## src/rtl/regbank_pkg.sv

```systemverilog
// Package regbank_pkg
// Shared sizing defaults and the write-path fill mode for the register bank.
// Assumes the byte width divides the word and that the register count fits
// in the index width.
package regbank_pkg;
    localparam int DATA_W_DEF   = 16;
    localparam int BYTE_W_DEF   = 8;
    localparam int IDX_W_DEF    = 4;
    localparam int NUM_REGS_DEF = 14;

    // How the upper part of a written word is formed.
    typedef enum logic [1:0] {
        FILL_NONE = 2'd0,   // full word passes through
        FILL_ZERO = 2'd1,   // upper byte cleared
        FILL_SIGN = 2'd2    // upper byte copies the low-byte sign bit
    } fill_mode_t;
endpackage

```

## src/rtl/regbank_extend.sv

```systemverilog
// Module regbank_extend
// Forms the internal write-path value from raw input data. In byte mode the
// low byte is kept and the upper bits are zero- or sign-filled. While reset
// is low the path is forced to zero, whatever the selects are.
// Assumes DATA_W > BYTE_W.
module regbank_extend
    import regbank_pkg::*;
#(
    parameter int DATA_W = DATA_W_DEF,
    parameter int BYTE_W = BYTE_W_DEF
) (
    input  logic              rst_n,
    input  logic [DATA_W-1:0] din,
    input  logic              byte_n,
    input  logic              unsgn_n,
    output logic [DATA_W-1:0] wpath
);
    localparam int UP_W = DATA_W - BYTE_W;

    fill_mode_t        mode;
    logic [DATA_W-1:0] ext;

    // Choose the fill mode from the two active-low selects.
    always_comb begin
        if (byte_n)
            mode = FILL_NONE;
        else if (!unsgn_n)
            mode = FILL_ZERO;
        else
            mode = FILL_SIGN;
    end

    // Build the extended word for the selected mode.
    always_comb begin
        case (mode)
            FILL_ZERO: ext = {{UP_W{1'b0}}, din[BYTE_W-1:0]};
            FILL_SIGN: ext = {{UP_W{din[BYTE_W-1]}}, din[BYTE_W-1:0]};
            default:   ext = din;
        endcase
    end

    // Reset owns the write path: it drives zero in place of the extended word.
    always_comb begin
        wpath = rst_n ? ext : '0;
    end
endmodule

```

## src/rtl/regbank_decode.sv

```systemverilog
// Module regbank_decode
// Turns the write strobe and index into one enable per stored register.
// Reset forces every enable on. Index 0 has no storage, so no enable is
// produced for it, and indices at or above NUM_REGS select nothing.
module regbank_decode
    import regbank_pkg::*;
#(
    parameter int IDX_W    = IDX_W_DEF,
    parameter int NUM_REGS = NUM_REGS_DEF
) (
    input  logic                  rst_n,
    input  logic                  wr_n,
    input  logic [IDX_W-1:0]      wr_idx,
    output logic [NUM_REGS-1:1]   we
);
    genvar gi;
    generate
        for (gi = 1; gi < NUM_REGS; gi++) begin : g_dec
            // One enable: forced by reset, else strobe and index match.
            always_comb begin
                we[gi] = !rst_n || (!wr_n && (wr_idx == IDX_W'(gi)));
            end
        end
    endgenerate
endmodule

```

## src/rtl/regbank_store.sv

```systemverilog
// Module regbank_store
// Holds the registers. Entry 0 is a constant zero; every other entry
// captures the write path on a rising edge when its enable is set. Reset
// reaches the storage only through the forced enables and the zero path.
module regbank_store
    import regbank_pkg::*;
#(
    parameter int DATA_W   = DATA_W_DEF,
    parameter int NUM_REGS = NUM_REGS_DEF
) (
    input  logic                              clk,
    input  logic [NUM_REGS-1:1]               we,
    input  logic [DATA_W-1:0]                 wpath,
    output logic [NUM_REGS-1:0][DATA_W-1:0]   q
);
    // Entry 0 is hard-wired to zero.
    assign q[0] = '0;

    genvar gi;
    generate
        for (gi = 1; gi < NUM_REGS; gi++) begin : g_reg
            // Capture the write path when this entry is enabled.
            always_ff @(posedge clk) begin
                if (we[gi])
                    q[gi] <= wpath;
            end
        end
    endgenerate
endmodule

```

## src/rtl/regbank_readport.sv

```systemverilog
// Module regbank_readport
// One read port. It selects a register by index and drives it while the
// active-low strobe is low and the index names real storage. When not
// driven, the data output is zero and the drive flag is clear.
module regbank_readport
    import regbank_pkg::*;
#(
    parameter int DATA_W   = DATA_W_DEF,
    parameter int IDX_W    = IDX_W_DEF,
    parameter int NUM_REGS = NUM_REGS_DEF
) (
    input  logic                              rd_n,
    input  logic [IDX_W-1:0]                  rd_idx,
    input  logic [NUM_REGS-1:0][DATA_W-1:0]   q,
    output logic [DATA_W-1:0]                 data,
    output logic                              drv
);
    logic [DATA_W-1:0] sel;
    logic              hit;

    // Search the register array for the indexed entry.
    always_comb begin
        sel = '0;
        hit = 1'b0;
        for (int i = 0; i < NUM_REGS; i++) begin
            if (rd_idx == IDX_W'(i)) begin
                sel = q[i];
                hit = 1'b1;
            end
        end
    end

    // Gate the selection with the strobe to form the bus model.
    always_comb begin
        drv  = !rd_n && hit;
        data = drv ? sel : '0;
    end
endmodule

```

## src/rtl/regbank16.sv

```systemverilog
// Module regbank16
// Register bank top: one extending write port and two independent read
// ports over fourteen registers. Reads are combinational and show the value
// held before the next edge. Reset is synchronous and active-low.
module regbank16
    import regbank_pkg::*;
#(
    parameter int DATA_W   = DATA_W_DEF,
    parameter int BYTE_W   = BYTE_W_DEF,
    parameter int IDX_W    = IDX_W_DEF,
    parameter int NUM_REGS = NUM_REGS_DEF
) (
    input  logic              clk,
    input  logic              rst_n,
    input  logic              wr_n,
    input  logic [IDX_W-1:0]  wr_idx,
    input  logic [DATA_W-1:0] din,
    input  logic              byte_n,
    input  logic              unsgn_n,
    input  logic              rda_n,
    input  logic [IDX_W-1:0]  rda_idx,
    input  logic              rdb_n,
    input  logic [IDX_W-1:0]  rdb_idx,
    output logic [DATA_W-1:0] qa,
    output logic              qa_drv,
    output logic [DATA_W-1:0] qb,
    output logic              qb_drv
);
    logic [DATA_W-1:0]               wpath;
    logic [NUM_REGS-1:1]             we;
    logic [NUM_REGS-1:0][DATA_W-1:0] q;

    regbank_extend #(.DATA_W(DATA_W), .BYTE_W(BYTE_W)) u_ext (
        .rst_n   (rst_n),
        .din     (din),
        .byte_n  (byte_n),
        .unsgn_n (unsgn_n),
        .wpath   (wpath)
    );

    regbank_decode #(.IDX_W(IDX_W), .NUM_REGS(NUM_REGS)) u_dec (
        .rst_n  (rst_n),
        .wr_n   (wr_n),
        .wr_idx (wr_idx),
        .we     (we)
    );

    regbank_store #(.DATA_W(DATA_W), .NUM_REGS(NUM_REGS)) u_store (
        .clk   (clk),
        .we    (we),
        .wpath (wpath),
        .q     (q)
    );

    regbank_readport #(.DATA_W(DATA_W), .IDX_W(IDX_W), .NUM_REGS(NUM_REGS)) u_rda (
        .rd_n   (rda_n),
        .rd_idx (rda_idx),
        .q      (q),
        .data   (qa),
        .drv    (qa_drv)
    );

    regbank_readport #(.DATA_W(DATA_W), .IDX_W(IDX_W), .NUM_REGS(NUM_REGS)) u_rdb (
        .rd_n   (rdb_n),
        .rd_idx (rdb_idx),
        .q      (q),
        .data   (qb),
        .drv    (qb_drv)
    );
endmodule

```

## config.mk

```make
export PLATFORM = sky130hd
export DESIGN_NAME = regbank16
export DESIGN_NICKNAME = d
export VERILOG_FILES = /design/src/rtl/regbank_pkg.sv /design/src/rtl/regbank_extend.sv /design/src/rtl/regbank_decode.sv /design/src/rtl/regbank_store.sv /design/src/rtl/regbank_readport.sv /design/src/rtl/regbank16.sv
export SDC_FILE = /design/constraint.sdc
export NUM_CORES = 1
export LEC_CHECK = 0
export BUFFER_PORTS_ARGS = -buffer_cell sky130_fd_sc_hd__buf_2
export CAP_MARGIN = 20
export CORE_ASPECT_RATIO = 0.6
export CORE_UTILIZATION = 55
export DETAILED_ROUTE_END_ITERATION = 10
export PLACE_DENSITY_LB_ADDON = 0.15
export SLEW_MARGIN = 25
export SYNTH_ARGS = -nofsm -noshare
export SYNTH_HDL_FRONTEND = slang
export SYNTH_HIERARCHICAL = 1
export SYNTH_SLANG_ARGS = --single-unit
```

## constraint.sdc

```tcl
create_clock -name clk -period 2.35 [get_ports clk]
set_input_delay 0.1175 -clock clk [delete_from_list [all_inputs] [get_ports clk]]
set_output_delay 0.1175 -clock clk [all_outputs]
set_load 0.05 [all_outputs]
```

## Word level (Yosys, flattened, before mapping)

Cells that the tools add are included.
Widths: inputs -> output; s select.

| storage, ports and cells | value |
|---|---|
| register bits after elaboration | 208 |

| cells by class | value |
|---|---|
| equal/unequal tests | 41 |
| multiplexer cells | 60 |
| reduce and logical (&&, ||, !) cells | 34 |

Operator list:

| kind | count |
|---|---|
| $mux 16 | 29 |
| $eq 4x4->1 const B | 18 |
| $eq 4x3->1 const B | 12 |
| $pmux 16 s2 | 1 |
| $mux 1 | 28 |
| $eq 4x2->1 const B | 6 |
| $logic_and 1x1->1 | 15 |
| $logic_or 1x1->1 | 13 |
| $eq 4x1->1 const B | 3 |
| $logic_not 4->1 | 2 |
| $logic_not 1->1 | 4 |
| $mux 2 | 2 |
| $eq 2x1->1 const B | 1 |
| $eq 2x2->1 const B | 1 |

## Longest topological paths before layout

| depth | value |
|---|---|
| depth in word-level cells | 17 |
| depth in mapped cells | 8 |
| gate-level depth less buffers | 6 |

## Modules after synthesis

Netlist, hierarchy kept.

By module, submodules not included:

| module | instances | cells each | area each (um2) |
|---|---|---|---|
| regbank_store | 1 | 225 | 6369.9 |
| regbank_readport | 2 | 326 | 2328.5 |
| regbank_extend | 1 | 21 | 173.9 |
| regbank_decode | 1 | 22 | 150.1 |

## Worst setup path after synthesis

OpenSTA, ideal clock, no wires.

| timing | value |
|---|---|
| path kind | input to register |
| from | input wr_n |
| to | register u_store/q[16] (netlist name) (enable) |
| library setup time | 0.436 ns |
| arrival | 2.029 ns |
| required time | 1.914 ns |
| slack | -0.115 ns |
| stages on the path | 2 |
| path buffers | 0 |
| cells stage by stage | nand2b_1 > o41ai_1 |

| between the ends | value |
|---|---|
| cells in the longest elaborated chain, start to end | 3 |

Ends and longest elaborated chain:

| item | line | source |
|---|---|---|
| start, declared | regbank16.sv:15 | `input logic wr_n,` |
| $logic_not 1->1 | regbank_decode.sv:21 | `we[gi] = !rst_n \|\| (!wr_n && (wr_idx == IDX_W'(gi)));` |
| $logic_and 1x1->1 | regbank_decode.sv:21 |  |
| $logic_or 1x1->1 | regbank_decode.sv:21 |  |
| net we, one bit | regbank16.sv:30 | `logic [NUM_REGS-1:1] we;` |
| end signal, assigned by index | regbank_store.sv:25 | `q[gi] <= wpath;` |
| end, declared | regbank_store.sv:14 | `output logic [NUM_REGS-1:0][DATA_W-1:0] q` |

The timed path passes the listed nets, and every way through them passes these cells.
A chain may end at the register's enable or synchronous reset.

## Final worst setup path

| timing | value |
|---|---|
| from | register u_store/q[45] (netlist name) |
| to | output qb[13] |

| between the ends | value |
|---|---|
| cells in the longest elaborated chain, start to end | 13 |

Ends and longest elaborated chain:

| item | line | source |
|---|---|---|
| $mux 16 (12 in a row) | regbank_readport.sv:26 | `if (rd_idx == IDX_W'(i)) begin` |
| $mux 16 | regbank_readport.sv:36 | `data = drv ? sel : '0;` |
| end, declared | regbank16.sv:26 | `output logic [DATA_W-1:0] qb,` |

Every way passes these cells.

==> summary.txt <==
Power and ir drop
  – P_int: 7.04 mW
  – Comb pwr share: 0.180
  – Tot Pwr: 9.79 mW
  – Pwr/cell area: 744 nW/um^2
  – Flop pwr share: 0.474
  – VDD IR max: 0.604 mV
  – Net Sw Frac: 0.281
  – Clock share of power: 0.346
  – Leak: 4.75 nW
  – Net load switching power: 2.75 mW

Timing
  – Final Hold Fails: 0
  – Final setup fails: 1
  – Max Slew Vio Count: 0
  – Fmax: 0.425 GHz
  – Fin crit share: 1.00
  – RSZ-0062 raised after global routing: yes
  – Slew headroom: 0.560
  – Post-route setup slack: -0.00297 ns
  – Worst-Margin Slew: 0.660 ns
  – Minimum clock period: 2.35 ns

GRT
  – Vias in the first global route: 8,618
  – Grt ovf: 0
  – First-pass GRT wire length: 55.6 mm
  – Largest net degree at the start of global routing: 43
  – Initial antenna violation count: 1
  – Total GRT Usage: 0.356

Layout
  – Fin nets: 1,053
  – N_diodes: 0
  – Largest regs: u_store/q (208)
  – Largest register FFs: 208
  – Most flops, register: u_store/q
  – Multi-input logic area: 4690 sq um
  – Area Growth Syn to Fin: 15.9%
  – Register area: 6250 sq um
  – Post-Layout Cell Count: 1,305
  – FILL cells: 1,538
  – Share of post-route cells with drive strength above 1: 0.275

Routing
  – Vias per cell: 7.07
  – DRC violations left: 0
  – First-pass iteration count of the detailed router: 7
  – Routed Antenna Nets: 0
  – 1st-iter DRT viols: 1,644
  – Vias: 9,226
  – Routed WL: 37.8 mm
  – WL/cell: 28.9 microns

Logic synthesis
  – Top cells by area, synth: edfxtp_1 (55%), mux4_2 (6.0%), mux2i_1 (3.4%)
  – Compound-Gate Fraction of Synth Area: 0.189
  – Synth Flop Type: edfxtp_1
  – Synthesis-stage register bit count: 208
  – YS warnings: 6
  – Synth Cell Area: 11,400 sq um
  – Post-Synth XOR/XNOR Area: 0
  – Largest family of logic cells by synthesized area: compound AO/OA/AOI/OAI gates
  – Post-synthesis cell count: 920
  – Yosys top cell area share: 0.550
  – Cell accounting for the most synthesized area: edfxtp_1
  – Ys async rst share: 0
  – Synth Area in Simple Gates: 0.0897
  – Mux contribution to synthesized area: 0.111
  – Netlist cell types: 63
  – Adder-cell area share of the yosys netlist: 0
  – Number of synthesized flops with an enable pin: 208
  – Synthesized area per cell: 12.3 sq um
  – Sequential cell area fraction in the yosys report: 0.550

CTS
  – Clk root buf: clkbuf_16
  – Clk sink count: 208
  – Num CTS Buffers: 20
  – Setup repair bufs after CTS: 0
  – Post-CTS Hold Buffers: 0
  – Clock transition at path regs: 0.07 ns
  – Clock Path Buffers: 3
  – CTS tree: done
  – Htree depth: 1

Place
  – DP Cell Count: 1,269
  – I/O Buffers: 68
  – Gp weighted congestion: 0.934
  – Post-place setup slack: 0.141 ns
  – DP Wirelength: 26.0 mm

Floorplan
  – Starting Density: 0.564
  – Core area: 20,100 sq um
  – Row cnt: 40
  – Die Y: 113 microns
  – DIE AREA: 21,200 sq um
  – Die Wd: 187 microns
  – Top Ports: 69

Run
  – # Max-Cap Violations: 0

Outcome
  – Outcome: finished, violations left
  – Failing checks: setup timing

Critical path
  – CP startpoint: u_store/q[45]$_DFFE_PP_
  – Critical path depth: 6
  – Worst setup EP type: output port
  – Crit path DAT: 2.24 ns
  – Critical Path End: qb[13]
  – Worst-path fanout max: 2
  – Crit-path slowest cell: or4bb_1
  – Crit-path leading delay family: compound AO/OA/AOI/OAI gates
  – Worst path cell trace: or4bb_1, o221ai_1, nand3_1, a22o_1, a31oi_4, buf_6
  – Required time worst endpoint: 2.23 ns
  – Critical path type: flip-flop to output port
  – WP buf/inv: 1
  – Startpoint Class: flip-flop
  – Max incr delay on CP: 0.46 ns

Hold path
  – HP Class: input port to flip-flop
==> area by class of cell <==
cell class              count  share of cell area
inverters                  22             0.00628
clock inverters            12             0.00989
repair buffers            153              0.0852
clock buffers              24              0.0408
multi-input cells         613               0.357
flip-flops and latches    208               0.475
well taps                 273              0.0260
==> placed cells by master (no fill, tap or decap), types with 5 or more instances in the layout <==
cell type / instances
mux2_2: 18
nor3_1: 16
o21ai_2: 8
and2_2: 8
o21ai_0: 66
buf_12: 9
edfxtp_1: 208
mux2i_1: 36
a211oi_1: 8
a222oi_1: 12
a22oi_1: 26
a21oi_1: 54
nand2_1: 44
clkinv_1: 10
o221ai_1: 5
a32oi_1: 6
conb_1: 16
nand3_1: 16
clkbuf_16: 21
buf_4: 78
nor2b_1: 12
o211ai_1: 8
nor2_1: 46
a221oi_2: 8
buf_2: 62
o22ai_1: 38
a31oi_1: 12
nand2b_1: 16
mux4_2: 30
inv_1: 18
a21o_1: 9
==> logic make-up (layout without fill, tap and decap cells) <==
group,after synthesis,in the layout
AND/OR/NAND/NOR,192,192
AO/OA/AOI/OAI,319,319
buffers and inverters,114,211
multiplexers,86,86
other,1,16
flip-flops,208,208
==> metal layers <==
metal,share of wire,track usage
met4,0.023,0.0775
met5,0,0
met3,0.16,0.114
met2,0.41,0.508
met1,0.41,0.531
==> power by group through the flow <==
stage	logic (mW)	registers, mW	clock network, mW
4_1_cts	1.69	4.64	3.38
5_1_grt	1.83	4.68	3.53
3_3_place_gp	1.66	4.70	0
6_report	1.76	4.64	3.39
3_5_place_dp	1.67	4.72	0
2_1_floorplan	1.12	4.66	0
==> Yosys cell counts (all sizes together), types with 5 or more instances <==
master and number:
nand3 16, and2 11, inv 18, nor3 16, a21o 9, a22oi 26
buf 72, nor2 48, a21oi 56, o221ai 6, nand2b 16, mux2i 38
o31ai 8, a31o 5, mux2 18, o21ai 74, a31oi 14, nand2 44
a221oi 10, a32oi 6, nand3b 5, o211ai 8, o22ai 38, nor2b 14
mux4 30, edfxtp 208, a222oi 12, a211oi 8, clkbuf 20
==> through the flow <==
stage          utilization  cell area, sq um  hold WS (ns)  setup TNS, ns
6_report             0.654             13200         0.132       -0.00297
5_1_grt              0.654             13200         0.149         -0.192
4_1_cts              0.651             13100         0.125        -0.0166
3_5_place_dp         0.616             12400         0.644              0
3_3_place_gp         0.616             12400         0.619              0
2_1_floorplan            -             11500         0.448              0
==> what timing repair did <==
action                                 CTS  global route
resized for setup                       12             9
pin swaps                                7             7
setup endpoints to repair                4             6
endpoints found under the hold margin    0             0
==> how the worst min path moves through the flow <==
stage / startpoint / end / slack (ns) / cells past startpoint
after floorplan: din[7] / u_store/q[103]$_DFFE_PP_ / 0.45 / 1
after detailed placement: din[2] / u_store/q[146]$_DFFE_PP_ / 0.64 / 2
after CTS: din[4] / u_store/q[36]$_DFFE_PP_ / 0.12 / 2
after global routing: din[4] / u_store/q[36]$_DFFE_PP_ / 0.15 / 2
after global placement: din[2] / u_store/q[162]$_DFFE_PP_ / 0.62 / 2
final: din[2] / u_store/q[146]$_DFFE_PP_ / 0.13 / 2
No activity file was read; power rests on OpenSTA's default activity.
